**config.mk**
```make
export PLATFORM = sky130hd
export DESIGN_NAME = cbus_in_driver
export DESIGN_NICKNAME = d
export VERILOG_FILES = /design/src/rtl/cbi_pkg.sv /design/src/rtl/cbi_load_decode.sv /design/src/rtl/cbi_byte_mux.sv /design/src/rtl/cbi_bit_store.sv /design/src/rtl/cbi_parity.sv /design/src/rtl/cbus_in_driver.sv
export SDC_FILE = /design/constraint.sdc
export NUM_CORES = 1
export LEC_CHECK = 0
export ABC_AREA = 1
export BUFFER_PORTS_ARGS = -buffer_cell sky130_fd_sc_hd__buf_4
export CAP_MARGIN = 20
export CORE_UTILIZATION = 44
export DETAILED_ROUTE_END_ITERATION = 16
export GPL_TIMING_DRIVEN = 0
export PLACE_DENSITY = 0.89
export SYNTH_ARGS = -nofsm -noshare
export SYNTH_HDL_FRONTEND = slang
export SYNTH_SLANG_ARGS = --single-unit
```
**constraint.sdc**
```tcl
create_clock -name clk_i -period 2.6 [get_ports clk_i]
set_clock_uncertainty 0.15 [all_clocks]
set_input_delay 0.65 -clock clk_i [delete_from_list [all_inputs] [get_ports clk_i]]
set_output_delay 0.65 -clock clk_i [all_outputs]
set_load 0.01 [all_outputs]
```
**src/rtl/cbi_pkg.sv**
```systemverilog
package cbi_pkg;
  typedef enum logic [1:0] {
    SRC_NONE = 2'd0,
    SRC_FAST = 2'd1,
    SRC_ECHO = 2'd2,
    SRC_DATA = 2'd3
  } src_e;
endpackage

```
**src/rtl/cbi_load_decode.sv**
```systemverilog
module cbi_load_decode
  import cbi_pkg::*;
#(
  parameter int PHASE_W    = 3,
  parameter int FAST_PHASE = 0,
  parameter int ECHO_PHASE = 1,
  parameter int DATA_PHASE = 6
) (
  input  logic [PHASE_W-1:0] phase_i,
  input  logic               slot_i,
  input  logic               fast_i,
  output src_e               src_o
);
  localparam logic [PHASE_W-1:0] PH_FAST = PHASE_W'(FAST_PHASE);
  localparam logic [PHASE_W-1:0] PH_ECHO = PHASE_W'(ECHO_PHASE);
  localparam logic [PHASE_W-1:0] PH_DATA = PHASE_W'(DATA_PHASE);

  always_comb begin
    src_o = SRC_NONE;
    if (phase_i == PH_FAST && !slot_i && fast_i) src_o = SRC_FAST;
    else if (phase_i == PH_ECHO && slot_i)       src_o = SRC_ECHO;
    else if (phase_i == PH_DATA && !slot_i)      src_o = SRC_DATA;
  end
endmodule

```
**src/rtl/cbi_byte_mux.sv**
```systemverilog
module cbi_byte_mux
  import cbi_pkg::*;
#(
  parameter int DATA_W      = 8,
  parameter int STAT_BIT    = 6,
  parameter int DEV_END_BIT = 5,
  parameter int CU_END_BIT  = 4
) (
  input  src_e              src_i,
  input  logic              dev_end_i,
  input  logic              alt_i,
  input  logic [DATA_W-1:0] cu_addr_i,
  input  logic [DATA_W-1:0] status_i,
  input  logic [DATA_W-1:0] cmd_i,
  output logic [DATA_W-1:0] d_o,
  output logic              ld_o
);
  logic [DATA_W-1:0] fast_byte;
  logic [DATA_W-1:0] data_byte;

  // fixed disconnect pattern, one bit at a time
  for (genvar i = 0; i < DATA_W; i++) begin : g_fast
    if (i == STAT_BIT || i == CU_END_BIT) begin : g_one
      assign fast_byte[i] = 1'b1;
    end else if (i == DEV_END_BIT) begin : g_dev
      assign fast_byte[i] = dev_end_i;
    end else begin : g_zero
      assign fast_byte[i] = 1'b0;
    end
  end

  assign data_byte = alt_i ? cmd_i : status_i;

  always_comb begin
    unique case (src_i)
      SRC_FAST: d_o = fast_byte;
      SRC_ECHO: d_o = cu_addr_i;
      SRC_DATA: d_o = data_byte;
      default:  d_o = '0;
    endcase
  end

  assign ld_o = (src_i != SRC_NONE);
endmodule

```
**src/rtl/cbi_bit_store.sv**
```systemverilog
module cbi_bit_store #(
  parameter int DATA_W = 8
) (
  input  logic              clk_i,
  input  logic              rst_ni,
  input  logic              clr_i,
  input  logic              ld_i,
  input  logic [DATA_W-1:0] d_i,
  output logic [DATA_W-1:0] q_o
);
  // each bit has its own qualified clock enable; absent data resets the bit
  for (genvar i = 0; i < DATA_W; i++) begin : g_bit
    always_ff @(posedge clk_i or negedge rst_ni) begin
      if (!rst_ni)    q_o[i] <= 1'b0;
      else if (clr_i) q_o[i] <= 1'b0;
      else if (ld_i)  q_o[i] <= d_i[i];
    end
  end

  AST_CLEAR_WINS: assert property (@(posedge clk_i) disable iff (!rst_ni)
    clr_i |=> (q_o == '0));
endmodule

```
**src/rtl/cbi_parity.sv**
```systemverilog
module cbi_parity #(
  parameter int DATA_W = 8
) (
  input  logic [DATA_W-1:0] d_i,
  output logic              par_o
);
  logic [DATA_W:0] chain;

  assign chain[0] = 1'b1;  // seed for odd parity
  for (genvar i = 0; i < DATA_W; i++) begin : g_x
    assign chain[i+1] = chain[i] ^ d_i[i];
  end
  assign par_o = chain[DATA_W];
endmodule

```
**src/rtl/cbus_in_driver.sv**
```systemverilog
module cbus_in_driver
  import cbi_pkg::*;
#(
  parameter int DATA_W      = 8,
  parameter int PHASE_W     = 3,
  parameter int FAST_PHASE  = 0,
  parameter int ECHO_PHASE  = 1,
  parameter int DATA_PHASE  = 6,
  parameter int STAT_BIT    = 6,
  parameter int DEV_END_BIT = 5,
  parameter int CU_END_BIT  = 4
) (
  input  logic               clk_i,
  input  logic               rst_ni,
  input  logic               clr_i,
  input  logic [PHASE_W-1:0] phase_i,
  input  logic               slot_i,
  input  logic               fast_i,
  input  logic               dev_end_i,
  input  logic               alt_i,
  input  logic [DATA_W-1:0]  cu_addr_i,
  input  logic [DATA_W-1:0]  status_i,
  input  logic [DATA_W-1:0]  cmd_i,
  output logic [DATA_W-1:0]  bus_o,
  output logic               par_o
);
  localparam logic [PHASE_W-1:0] PH_FAST = PHASE_W'(FAST_PHASE);
  localparam logic [PHASE_W-1:0] PH_ECHO = PHASE_W'(ECHO_PHASE);
  localparam logic [PHASE_W-1:0] PH_DATA = PHASE_W'(DATA_PHASE);
  localparam logic [DATA_W-1:0]  FIXED_MASK =
    (DATA_W'(1) << STAT_BIT) | (DATA_W'(1) << CU_END_BIT) | (DATA_W'(1) << DEV_END_BIT);

  src_e              src;
  logic [DATA_W-1:0] nxt;
  logic              ld;

  cbi_load_decode #(
    .PHASE_W(PHASE_W), .FAST_PHASE(FAST_PHASE),
    .ECHO_PHASE(ECHO_PHASE), .DATA_PHASE(DATA_PHASE)
  ) u_dec (
    .phase_i(phase_i), .slot_i(slot_i), .fast_i(fast_i), .src_o(src)
  );

  cbi_byte_mux #(
    .DATA_W(DATA_W), .STAT_BIT(STAT_BIT),
    .DEV_END_BIT(DEV_END_BIT), .CU_END_BIT(CU_END_BIT)
  ) u_mux (
    .src_i(src), .dev_end_i(dev_end_i), .alt_i(alt_i),
    .cu_addr_i(cu_addr_i), .status_i(status_i), .cmd_i(cmd_i),
    .d_o(nxt), .ld_o(ld)
  );

  cbi_bit_store #(.DATA_W(DATA_W)) u_store (
    .clk_i(clk_i), .rst_ni(rst_ni), .clr_i(clr_i),
    .ld_i(ld), .d_i(nxt), .q_o(bus_o)
  );

  cbi_parity #(.DATA_W(DATA_W)) u_par (
    .d_i(bus_o), .par_o(par_o)
  );

  AST_FAST_PATTERN: assert property (@(posedge clk_i) disable iff (!rst_ni)
    (!clr_i && phase_i == PH_FAST && !slot_i && fast_i) |=>
      (bus_o[STAT_BIT] && bus_o[CU_END_BIT] && (bus_o[DEV_END_BIT] == $past(dev_end_i))
       && ((bus_o & ~FIXED_MASK) == '0)));

  AST_ADDR_ECHO: assert property (@(posedge clk_i) disable iff (!rst_ni)
    (!clr_i && phase_i == PH_ECHO && slot_i) |=> (bus_o == $past(cu_addr_i)));

  AST_FIRST_BYTE: assert property (@(posedge clk_i) disable iff (!rst_ni)
    (!clr_i && phase_i == PH_DATA && !slot_i && !alt_i) |=> (bus_o == $past(status_i)));

  AST_SECOND_BYTE: assert property (@(posedge clk_i) disable iff (!rst_ni)
    (!clr_i && phase_i == PH_DATA && !slot_i && alt_i) |=> (bus_o == $past(cmd_i)));

  AST_HOLD_IDLE: assert property (@(posedge clk_i) disable iff (!rst_ni)
    (!clr_i && !(phase_i == PH_FAST && !slot_i && fast_i)
            && !(phase_i == PH_ECHO && slot_i)
            && !(phase_i == PH_DATA && !slot_i)) |=> $stable(bus_o));

  AST_ODD_PARITY: assert property (@(posedge clk_i) disable iff (!rst_ni)
    ($countones({bus_o, par_o}) % 2) == 1);
endmodule

```
-- Word-level counts from Yosys, hierarchy flattened
Index checks and enable logic that the tools add are counted.
- reductions and logical operators: 8
- muxes and demuxes: 21
- eq/ne operators: 5
- bitwise operators: 8
- operator list (cell ; number):
    $pmux 8 s3 ; 1
    $mux 1 ; 16
    $mux 8 ; 1
    $xor 1x1->1 ; 7
    $mux 2 ; 3
    $eq 2x2->1 const B ; 2
    $logic_and 1x1->1 ; 4
    $reduce_bool 2->1 ; 2
    $eq 3x1->1 const B ; 1
    $eq 3x3->1 const B ; 1
    $logic_not 3->1 ; 1
    $eq 2x1->1 const B ; 1
    $logic_not 1->1 ; 1
    $not 1->1 ; 1
- input port bits: 34
- logic and storage cells: 50
- output and inout bits: 9
- flip-flop bits (word level): 8

-- Logic depth before layout (Yosys ltp)
Gate-level depths: netlist (run 1).
- depth after elaboration: 9
- depth in mapped cells: 10
- depth with buffers taken out: 10

-- Modules after synthesis
A second synthesis (run 1) with hierarchy kept.
- cell total of the unflattened synthesis: 135
- area, all modules: 749.5 µm²
- by module, submodules not included (module ; area each (µm²) ; cells an instance ; times used ; seq. area each (µm²)):
    cbi_bit_store ; 335.3 ; 35 ; 1 ; 200.2
    cbi_byte_mux ; 261.5 ; 66 ; 1 ; 0.0
    cbi_parity ; 120.1 ; 27 ; 1 ; 0.0
    cbi_load_decode ; 32.5 ; 7 ; 1 ; 0.0

-- Worst setup path after synthesis (run 1)
Ideal clock, no wire load.
- path type: register -> output
- from: reg u_store.q_o[5]
- to: out par_o
- setup slack: 0.852 ns
- required time: 1.800 ns
- arrival time: 0.948 ns
- stages on the path, launching flop included: 8
- buffers on the path: 0
- path through: dfrtp_1 > inv_1 > nor2_1 > o21ai_0 > nand2_1 > nand3_1 > nand2_1 > inv_1
- word-level cells in the longest chain between the ends: 3
- RTL lines (item ; RTL line ; text):
    from (decl) ; cbi_bit_store.sv:9 ; output logic [DATA_W-1:0] q_o
    from (signal, indexed assignment) ; cbi_bit_store.sv:16 ; else if (ld_i) q_o[i] <= d_i[i];
    $xor 1x1->1 (3 in a row) ; cbi_parity.sv:11 ; assign chain[i+1] = chain[i] ^ d_i[i];
    to (decl) ; cbus_in_driver.sv:25 ; output logic par_o
No other way between the ends.

-- Worst setup path in the final report (run 1)
Ends and elaborated chain as after synthesis.

==> metrics, run 1 <==
Hold Crit Class=in2async; number of flip-flops under the largest register name=8; Pleak=just over 0.6 nW; port bufs=42; Vias/cell=just under 5; Layout Nets=200; Yosys top cell area share=29.1%; Die Height=41.5 µm; Final min period=2.18 ns; Sink Count=8; GPL Wtd Cong=0.808; Post-Syn Area per Cell=around 5.8 µm²; Critical Path Source Type=flip-flop; ys async rst share=100%; Slew @ Worst Pin=approximately 0.24 ns; relative slew slack=84.3%; core footprint=0.00138 mm²; IO Pins=43; hold_buf cts=0; Most used DFF post-synth=dfrtp_1; most area-hungry cell type in the Yosys netlist=dfrtp_1; PwrDens=337 mW/mm²; critical path arrival=1.38 ns; initial antenna violation count=0; status=complete, no violations; area delta synth->final=51.9%; mapped cell area=687 µm²; largest net degree at the start of global routing=11; top layer in use=met4; Setup CP Type=reg2out; CTS root buf=clkbuf_4; Post-DRT Antenna Nets=0; Reg clk slew, reported paths=0.05 ns; critical path required time=roughly 1.8 ns; Slew Limit Fails=0; met2 wire len=roughly 830 µm; ant diodes=0; total CTS buffers=3; 1st-iter DRT viols=9; share of layout cells above drive strength 1=32.3%; die width=a little over 40 µm; Mapped Cells=119; CTS max path bufs=2; RSZ-0062 raised after global routing=no; Seq/Total Area, Yosys=29.1%; Synth cell types=16; crit-path max FO=3; number of synthesis warnings=0; met3 routed WL=130 µm; Setup Viol. Count Final=0; DRC violation count after routing=0; Die Area=0.00172 mm²; CP endpoint kind=primary output; GRT overflow=0; Final Hold Vio Count=0; wire per inst=9.35 µm; top-count cell post-synth=nand2_1; vias=around 870; final worst path period share=a little over four fifths; final hold slack=0.0505 ns; hpwl dp=1.49 mm; Total GRT Usage=21.1%; Worst VDD drop=around 0.00015 V; drt pass-1 iters=4; Synth top cells by count=51 x nand2_1, 22 x inv_1, 14 x o21ai_0; first-pass GRT wire length=2.95 mm; vias in the first global route=slightly above 800; Syn Nets=153; fmax=roughly 460 MHz; Post-synth EDFFs=0; number of H-tree levels=1; worst skew pair latency=0.25 ns; FP Rows=13; synthesized flop and latch total=8; M1 WL=~670 µm; ranking of synthesized cells by area=dfrtp_1 29%, nand2_1 28%, inv_1 12%, o21ai_0 10%, nand3_1 5.8%; setup_tns=0 ns; setup bufs post-CTS=0; Largest regs=u_store.q_o: 8 flops; CTS tree=yes; Post-CTS Resized=0; Initial Util=49.7%; Reg with most FFs=u_store.q_o; Max Cap Viol=0; final wirelength=1.67 mm
-- critical path, stage by stage (launching register included) --
cell	delay, ns
dfrtp_1	0.39
inv_1	0.09
nor2_1	0.05
o21ai_0	0.17
nand2_1	0.10
inv_1	0.06
nand2_1	0.05
nand2_1	0.05
inv_1	0.04
buf_4	0.13
-- stage by stage --
step | std cells | area (µm²) | total power (W) | worst slack [ns] | utilization [%]
5_1_grt | 179 | 1040 | 0.000377 | 0.235 | 75.5
4_1_cts | 179 | 1040 | 0.000351 | 0.399 | 75.5
3_5_place_dp | 176 | 1020 | 0.000260 | 0.674 | 73.8
6_report | 179 | 1040 | 0.000351 | 0.416 | 75.5
3_3_place_gp | 176 | 1020 | 0.000254 | 0.773 | 73.8
2_1_floorplan | 119 | 687 | 0.000192 | 0.852 | -
-- layout by cell type, fill, tap and decap left out, drive strengths merged --
cell	instances
buf	43
clkbuf	3
clkinv	1
dfrtp	8
inv	23
nand2	52
nand3	9
nand4	2
nor2	5
o21ai	17
xnor2	1
-- routing by layer --
layer	GRT usage, %	up-vias
met4	11.6	0
met5	0	-
li1	-	455
met3	3.48	6
met2	36.9	45
met1	24.3	359
-- path summary, 6_finish.rpt --
path	slack (ns)	from	depth (start not counted)	end
worst min register to register	0.43	u_store.q_o[7]	2	u_store.q_o[7]
worst min-delay path	0.05	rst_ni	1	u_store.q_o[0]
worst max-delay path	0.42	u_store.q_o[5]	9	par_o
min in group clk_i	0.43	u_store.q_o[7]	2	u_store.q_o[7]
max in group asynchronous	2.13	rst_ni	1	u_store.q_o[2]
worst max register to register	1.77	u_store.q_o[1]	2	u_store.q_o[1]
-- where the power goes --
part | internal (W) | leakage [nW] | switching, W | total, W
Sequential | 0.000131 | 0.110 | 0.00000477 | 0.000135
Clock | 0.0000528 | 0.0138 | 0.0000419 | 0.0000947
Combinational | 0.0000653 | 0.497 | 0.0000559 | 0.000121
-- cells by family after synthesis --
kind of cell / count (synthesis) / share of synthesized area (%)
and+or+nand+nor: 68 / 42.3
AOI/OAI and AO/OA: 17 / 12.4
xor gates and xnor gates: 1 / 1.28
buffers and inverters: 25 / 14.9
DFF: 8 / 29.1
-- area by class of cell --
cell class | count | area, µm²
multi-input combinational | 86 | 384
fill | 120 | 339
timing repair buffer | 42 | 315
sequential | 8 | 200
inverter | 24 | 91.3
clock buffer | 3 | 22.5
tap | 15 | 18.8
buffer | 1 | 11.3
No activity file was read; power rests on OpenSTA's default activity.
==> run 2, diff against run 1 <==
Settings changed: CORE_ASPECT_RATIO set to 0.7, CORE_UTILIZATION 44 to 37, PLACE_DENSITY 0.89 to 0.81.
Clock period 2.6 ns to 1.8 ns, I/O delays scaled along.
==> run 2 against run 1 <==
The run now ends with setup timing left. Clock power increased by 45%. Die area up 18%. Setup slack lost 0.57 ns. Sequential power up 45%. Non-clock buffer count increased by 2. Cell count rose by 4.5%. Worst hold slack better by 0.30 ns. Flip-flop and latch count is the same. Core utilization is 11 points lower. Critical endpoint unchanged.
==> metrics, run 2 (synthesis results as in run 1) <==
core footprint=0.00167 mm² (+21%); Most common cell on crit path=nand2_1; first-pass GRT wire length=2.76 mm (-6.5%); Total GRT Usage=19.0% (-2.2 points); number of flip-flops under the largest register name=8 (unchanged); Reg clk slew, reported paths=0.05 ns (about the same); Worst VDD drop=0.000433 V (+190%); share of layout cells above drive strength 1=36.1% (+3.8 points); final worst path period share=109%; Max Cap Viol=0 (unchanged); pre-CTS WS=0.124 ns (-0.550 ns); number of H-tree levels=1 (unchanged); GPL Wtd Cong=0.760 (-5.9%); failing checks=setup timing; FP Rows=12 (-1); Worst path slowest cell=dfrtp_1; Initial Util=41.2% (-8.5 points); relative slew slack=84.5% (+0.25 points); most frequent cells in the layout=47 x nand2_1, 42 x buf_4, 20 x inv_1; Worst path max stage delay=0.41 ns (+0.02 ns); final hold slack=0.355 ns (+0.305 ns); largest net degree at the start of global routing=11 (unchanged); CTS tree=yes; GRT overflow=0 (unchanged); critical path cell sequence=inv_2, nand2_2, nand2_2, nand2_2, nand2_1, nand2_1, nand2_1, nand2_1, nand2_1, inv_1, buf_6; Multi-input gate area=394 µm² (+2.6%); port bufs=42 (unchanged); Largest regs=u_store.q_o: 8 flops; total CTS buffers=3 (unchanged); wire per inst=9.14 µm (-2.2%); die width=53.5 µm (+29%); setup_tns=-0.156 ns (-0.156 ns); Slew Limit Fails=0 (unchanged); Post-DRT Antenna Nets=0 (unchanged); CP endpoint kind=primary output; 1st-iter DRT viols=13 (+4); crit-path max FO=3 (unchanged); area delta synth->final=57.6%; drt pass-1 iters=4 (unchanged); fin util=64.9% (-11 points); Pleak=0.632 nW (+1.9%); Setup Viol. Count Final=1 (+1); critical path arrival=1.36 ns (-0.02 ns); Vias/cell=4.49 (-7.0%); Final Hold Vio Count=0 (unchanged); CTS root buf=clkbuf_4; Critical Path Source Type=flip-flop; most common cell after layout, fill and taps aside=nand2_1; Worst Setup Slack, final=-0.156 ns (-0.572 ns); PwrDens=479 mW/mm² (+42%); Die Area=0.00204 mm² (+18%); CTS max path bufs=2 (unchanged); vias=840 (-2.9%); Final min period=1.96 ns; Layout Nets=202 (+1.0%); Fillers=151 (+26%); critical path required time=1.20 ns (-0.60 ns); status=complete, but fails checks; storage element area=200 µm² (unchanged); initial antenna violation count=0 (unchanged); DRC violation count after routing=0 (unchanged); Slew @ Worst Pin=0.232 ns (-0.00378 ns); RSZ-0062 raised after global routing=yes; Reg with most FFs=u_store.q_o; fmax=511 MHz; Setup CP Type=reg2out; IO Pins=43 (unchanged); Sink Count=8 (unchanged); vias in the first global route=693 (-14%); Hold Crit Class=in2reg; Die Height=38.1 µm (-8.3%); hpwl dp=1.46 mm (-2.4%); final wirelength=1.71 mm (+2.2%); ant diodes=0 (unchanged); worst skew pair latency=0.25 ns (about the same)
==> run 2: changes by cell type in the layout (fill, tap and decap cells not counted), moves of 2 or more <==
cell     delta
inv_1       -2
inv_2       +2
nand2_1     -4
nand2_2     +4
==> run 2: report_power, final <==
group          leakage [nW]  total, W  switching [W]  internal (W)
Sequential            0.110  0.000196     0.00000756      0.000189
Clock                0.0138  0.000137      0.0000611     0.0000763
Combinational         0.509  0.000185      0.0000832      0.000101
Total                 0.632  0.000518       0.000152      0.000366
==> run 2: what timing repair did <==
item | 4_1_cts | 5_1_grt
pin swaps | 4 | 5
setup buffers | 0 | 1
setup endpoints to repair | 1 | 1
hold endpoints to repair | 8 | 0
gates resized for setup | 1 | 7
hold buffers | 1 | 0
==> run 2: per-layer routing <==
layer	routed length, µm	vias up	share of wire [%]	GRT usage (%)
met5	0	-	0	0
met4	0	0	0	1.97
met3	137	0	8.0	7.14
met2	781	29	46	32.5
met1	792	349	46	23.4
li1	-	462	-	-
==> run 2: final timing paths <==
| kind | cells past startpoint | slack [ns] | startpoint | to |
|---|---|---|---|---|
| min reg2reg | 2 | 0.41 | u_store.q_o[6] | u_store.q_o[6] |
| min | 5 | 0.36 | cu_addr_i[7] | u_store.q_o[7] |
| max in group asynchronous | 2 | 0.97 | rst_ni | u_store.q_o[6] |
| min in group asynchronous | 2 | 0.40 | rst_ni | u_store.q_o[2] |
| max reg2reg | 3 | 0.84 | u_store.q_o[2] | u_store.q_o[2] |
| max | 11 | -0.16 | u_store.q_o[3] | par_o |
==> run 2: through the flow <==
stage	cell area, µm²	cells	power [W]
after floorplan	687	119	0.000277
final	1080	187	0.000518
after global routing	1080	187	0.000559
after detailed placement	1030	182	0.000374
after global placement	1030	182	0.000369
after CTS	1060	186	0.000520
==> run 2: worst max-delay path: cells and delay by family (launching register included) <==
family	cells	cell delay (ns)
simple gates	8	0.47
buf+inv	3	0.23
flops	1	0.41
==> run 2: final cells by class <==
cell class / count / share of cell area, %
inverters: 24 / 8.44
clock buffers: 3 / 2.08
repair buffers: 44 / 31.1
flip-flops and latches: 8 / 18.5
multi-input cells: 86 / 36.4
well taps: 21 / 2.43
plain buffers: 1 / 1.04
==> run 3, diff against run 2 <==
Settings changed: CORE_UTILIZATION 37 to 39, PLACE_DENSITY 0.81 to 0.82, SKIP_CTS_REPAIR_TIMING set to 1, SYNTH_HIERARCHICAL set to 1.
==> run 3 against run 2 <==
The flow still finishes with violations (setup timing). Core utilization rose by 2.6 points. Sequential power fell by 5%. Clock-buffer cell count did not move. Global-route usage rose by 2.0 points. Flip-flop and latch count did not move. Cell count rose by 8.0%.
==> metrics, run 3 <==
Setup Viol. Count Final=1 (unchanged); largest family of logic cells by synthesized area=simple AND/OR/NAND/NOR gates; Synth Area in XOR/XNOR=1.17% (-0.11 points); vias in the first global route=795 (+15%); number of flip-flops under the largest register name=8 (unchanged); CTS root buf=clkbuf_4; wire per inst=9.82 µm (+7.4%); Simple-Gate Fraction of Synth Area=60.1% (+18 points); Die Area=0.00210 mm² (+3.3%); final worst path period share=107% (-2.1 points); FP Rows=12 (unchanged); RSZ-0062 raised after global routing=yes; Seq/Total Area, Yosys=26.7% (-2.4 points); Final Hold Vio Count=0 (unchanged); CTS tree=yes; Worst path max stage delay=0.43 ns (+0.02 ns); largest net degree at the start of global routing=10 (-1); CP endpoint kind=primary output; Setup CP Type=reg2out; vias=969 (+15%); Die Height=38.7 µm (+1.6%); Synth cell types=13 (-3); Tot Pwr=0.000476 W (-8.2%); die width=54.4 µm (+1.7%); most common cell after layout, fill and taps aside=nand2_1; Syn Nets=169 (+10%); share of layout cells above drive strength 1=34.3% (-1.9 points); Most common cell on crit path=nand2_1; PwrDens=415 mW/mm² (-13%); Layout Nets=217 (+7.4%); GRT overflow=0 (unchanged); GPL Wtd Cong=0.755 (-0.74%); core footprint=0.00170 mm² (+1.8%); Fillers=165 (+9.3%); critical path required time=1.20 ns (about the same); Worst path slowest cell=dfrtp_1; hpwl dp=1.65 mm (+13%); final wirelength=1.98 mm (+16%); top-count cell post-synth=nand2_1; post-synthesis mux area share=0% (unchanged); Largest regs=u_store/q_o: 8 flops; Slew @ Worst Pin=0.230 ns (-0.00218 ns); DRC violation count after routing=0 (unchanged); Reg with most FFs=u_store/q_o; Slew Limit Fails=0 (unchanged); initial antenna violation count=0 (unchanged); worst skew pair latency=0.25 ns (about the same); Pleak=0.714 nW (+13%); Reg clk slew, reported paths=0.05 ns (about the same); critical path cell sequence=inv_2, nand2_2, nand3_2, nand2_1, nand2_1, nand2_1, nand2_1, nand2_1, buf_6; CTS max path bufs=2 (unchanged); total CTS buffers=3 (unchanged); mapped cell area=749 µm² (+9.1%); setup_tns=-0.119 ns (+0.0373 ns); relative slew slack=84.7% (+0.15 points); most area-hungry cell type in the Yosys netlist=nand2_1; ranking of synthesized cells by area=nand2_1 40%, dfrtp_1 27%, nand3_1 13%, inv_1 7.5%, nor2_8 2.7%; Critical Path Source Type=flip-flop; Post-Syn Area per Cell=5.55 µm² (-3.8%); IO Pins=43 (unchanged); Yosys top cell area share=39.6% (+10 points); Post-DRT Antenna Nets=0 (unchanged); Mapped Cells=135 (+13%); ys async rst share=100% (unchanged); first-pass GRT wire length=3.12 mm (+13%); crit-path max FO=5 (+2); Hold Crit Class=in2reg; Most used DFF post-synth=dfrtp_1; complex-gate fraction of the synthesized area=0% (-12 points); Initial Util=44.2% (+3.0 points); failing checks=setup timing; most frequent cells in the layout=77 x nand2_1, 42 x buf_4, 19 x nand3_1; Total GRT Usage=21.0% (+2.0 points); Worst Setup Slack, final=-0.119 ns (+0.0373 ns); Vias/cell=4.80 (+6.8%); area delta synth->final=52.9%; synthesized flop and latch total=8 (unchanged); placed cell count=197 (+8.2%); Post-synth EDFFs=0 (unchanged); non-filler cells, final=202 (+8.0%); status=complete, but fails checks; Max Cap Viol=0 (unchanged); Final min period=1.92 ns (-0.0373 ns); Synth top cells by count=79 x nand2_1, 20 x nand3_1, 15 x inv_1; fmax=521 MHz (+1.9%); Synth Area in Adders=0% (unchanged); Worst VDD drop=0.000359 V (-17%); drt pass-1 iters=4 (unchanged); 1st-iter DRT viols=22 (+9); Sink Count=8 (unchanged); number of synthesis warnings=6 (+6); ant diodes=0 (unchanged); port bufs=41 (-2.4%); number of H-tree levels=1 (unchanged); critical path arrival=1.32 ns (-0.04 ns)
## run 3: critical path, delay by kind of cell (launching register included)
family                 cells  cell delay (ns)
and+or+nand+nor            7             0.42
buffers and inverters      2             0.22
DFF                        1             0.43
## run 3: layout make-up
cell class	count	area, µm²	area share, %
multi-input combinational	106	477	41.6
timing repair buffer	43	329	28.7
sequential	8	201	17.6
inverter	19	71.3	6.22
tap	21	26.3	2.29
clock buffer	3	22.5	1.97
buffer	2	18.8	1.64
## run 3: power by group
part           switching, W  total, W  internal (W)
clock network     0.0000584  0.000135     0.0000761
registers        0.00000346  0.000186      0.000183
logic             0.0000719  0.000155     0.0000826
total              0.000134  0.000476      0.000342
## run 3: cell families after synthesis
family / Yosys count
simple gates: 105
buf+inv: 21
xor+xnor: 1
flops: 8
## run 3: final timing paths
kind,slack (ns),from,depth (start not counted),endpoint
max,-0.12,u_store/q_o[0],9,par_o
min,0.34,clr_i,4,u_store/q_o[3]
max reg2reg,0.85,u_store/q_o[1],3,u_store/q_o[1]
min reg2reg,0.38,u_store/q_o[4],2,u_store/q_o[4]
max in group asynchronous,0.96,rst_ni,2,u_store/q_o[1]
min in group asynchronous,0.40,rst_ni,2,u_store/q_o[2]
## run 3: per-stage QoR
step / util (%) / hold slack [ns] / setup WS [ns] / instance area (µm²)
after floorplan: - / 0.00441 / 0.282 / 749
after global placement: 63.9 / 0.121 / 0.115 / 1080
after detailed placement: 63.9 / 0.124 / 0.0561 / 1080
after CTS: 65.2 / -0.145 / -0.148 / 1110
after global routing: 67.6 / 0.337 / -0.180 / 1150
final: 67.6 / 0.344 / -0.119 / 1150
## run 3: routing by layer
layer / up-vias / global-route usage [%] / share of wire [%]
met1: 434 / 27.1 / 45
met2: 32 / 35.7 / 49
li1: 503 / - / -
met5: - / 0 / 0
met3: 0 / 5.88 / 6.1
met4: 0 / 1.92 / 0
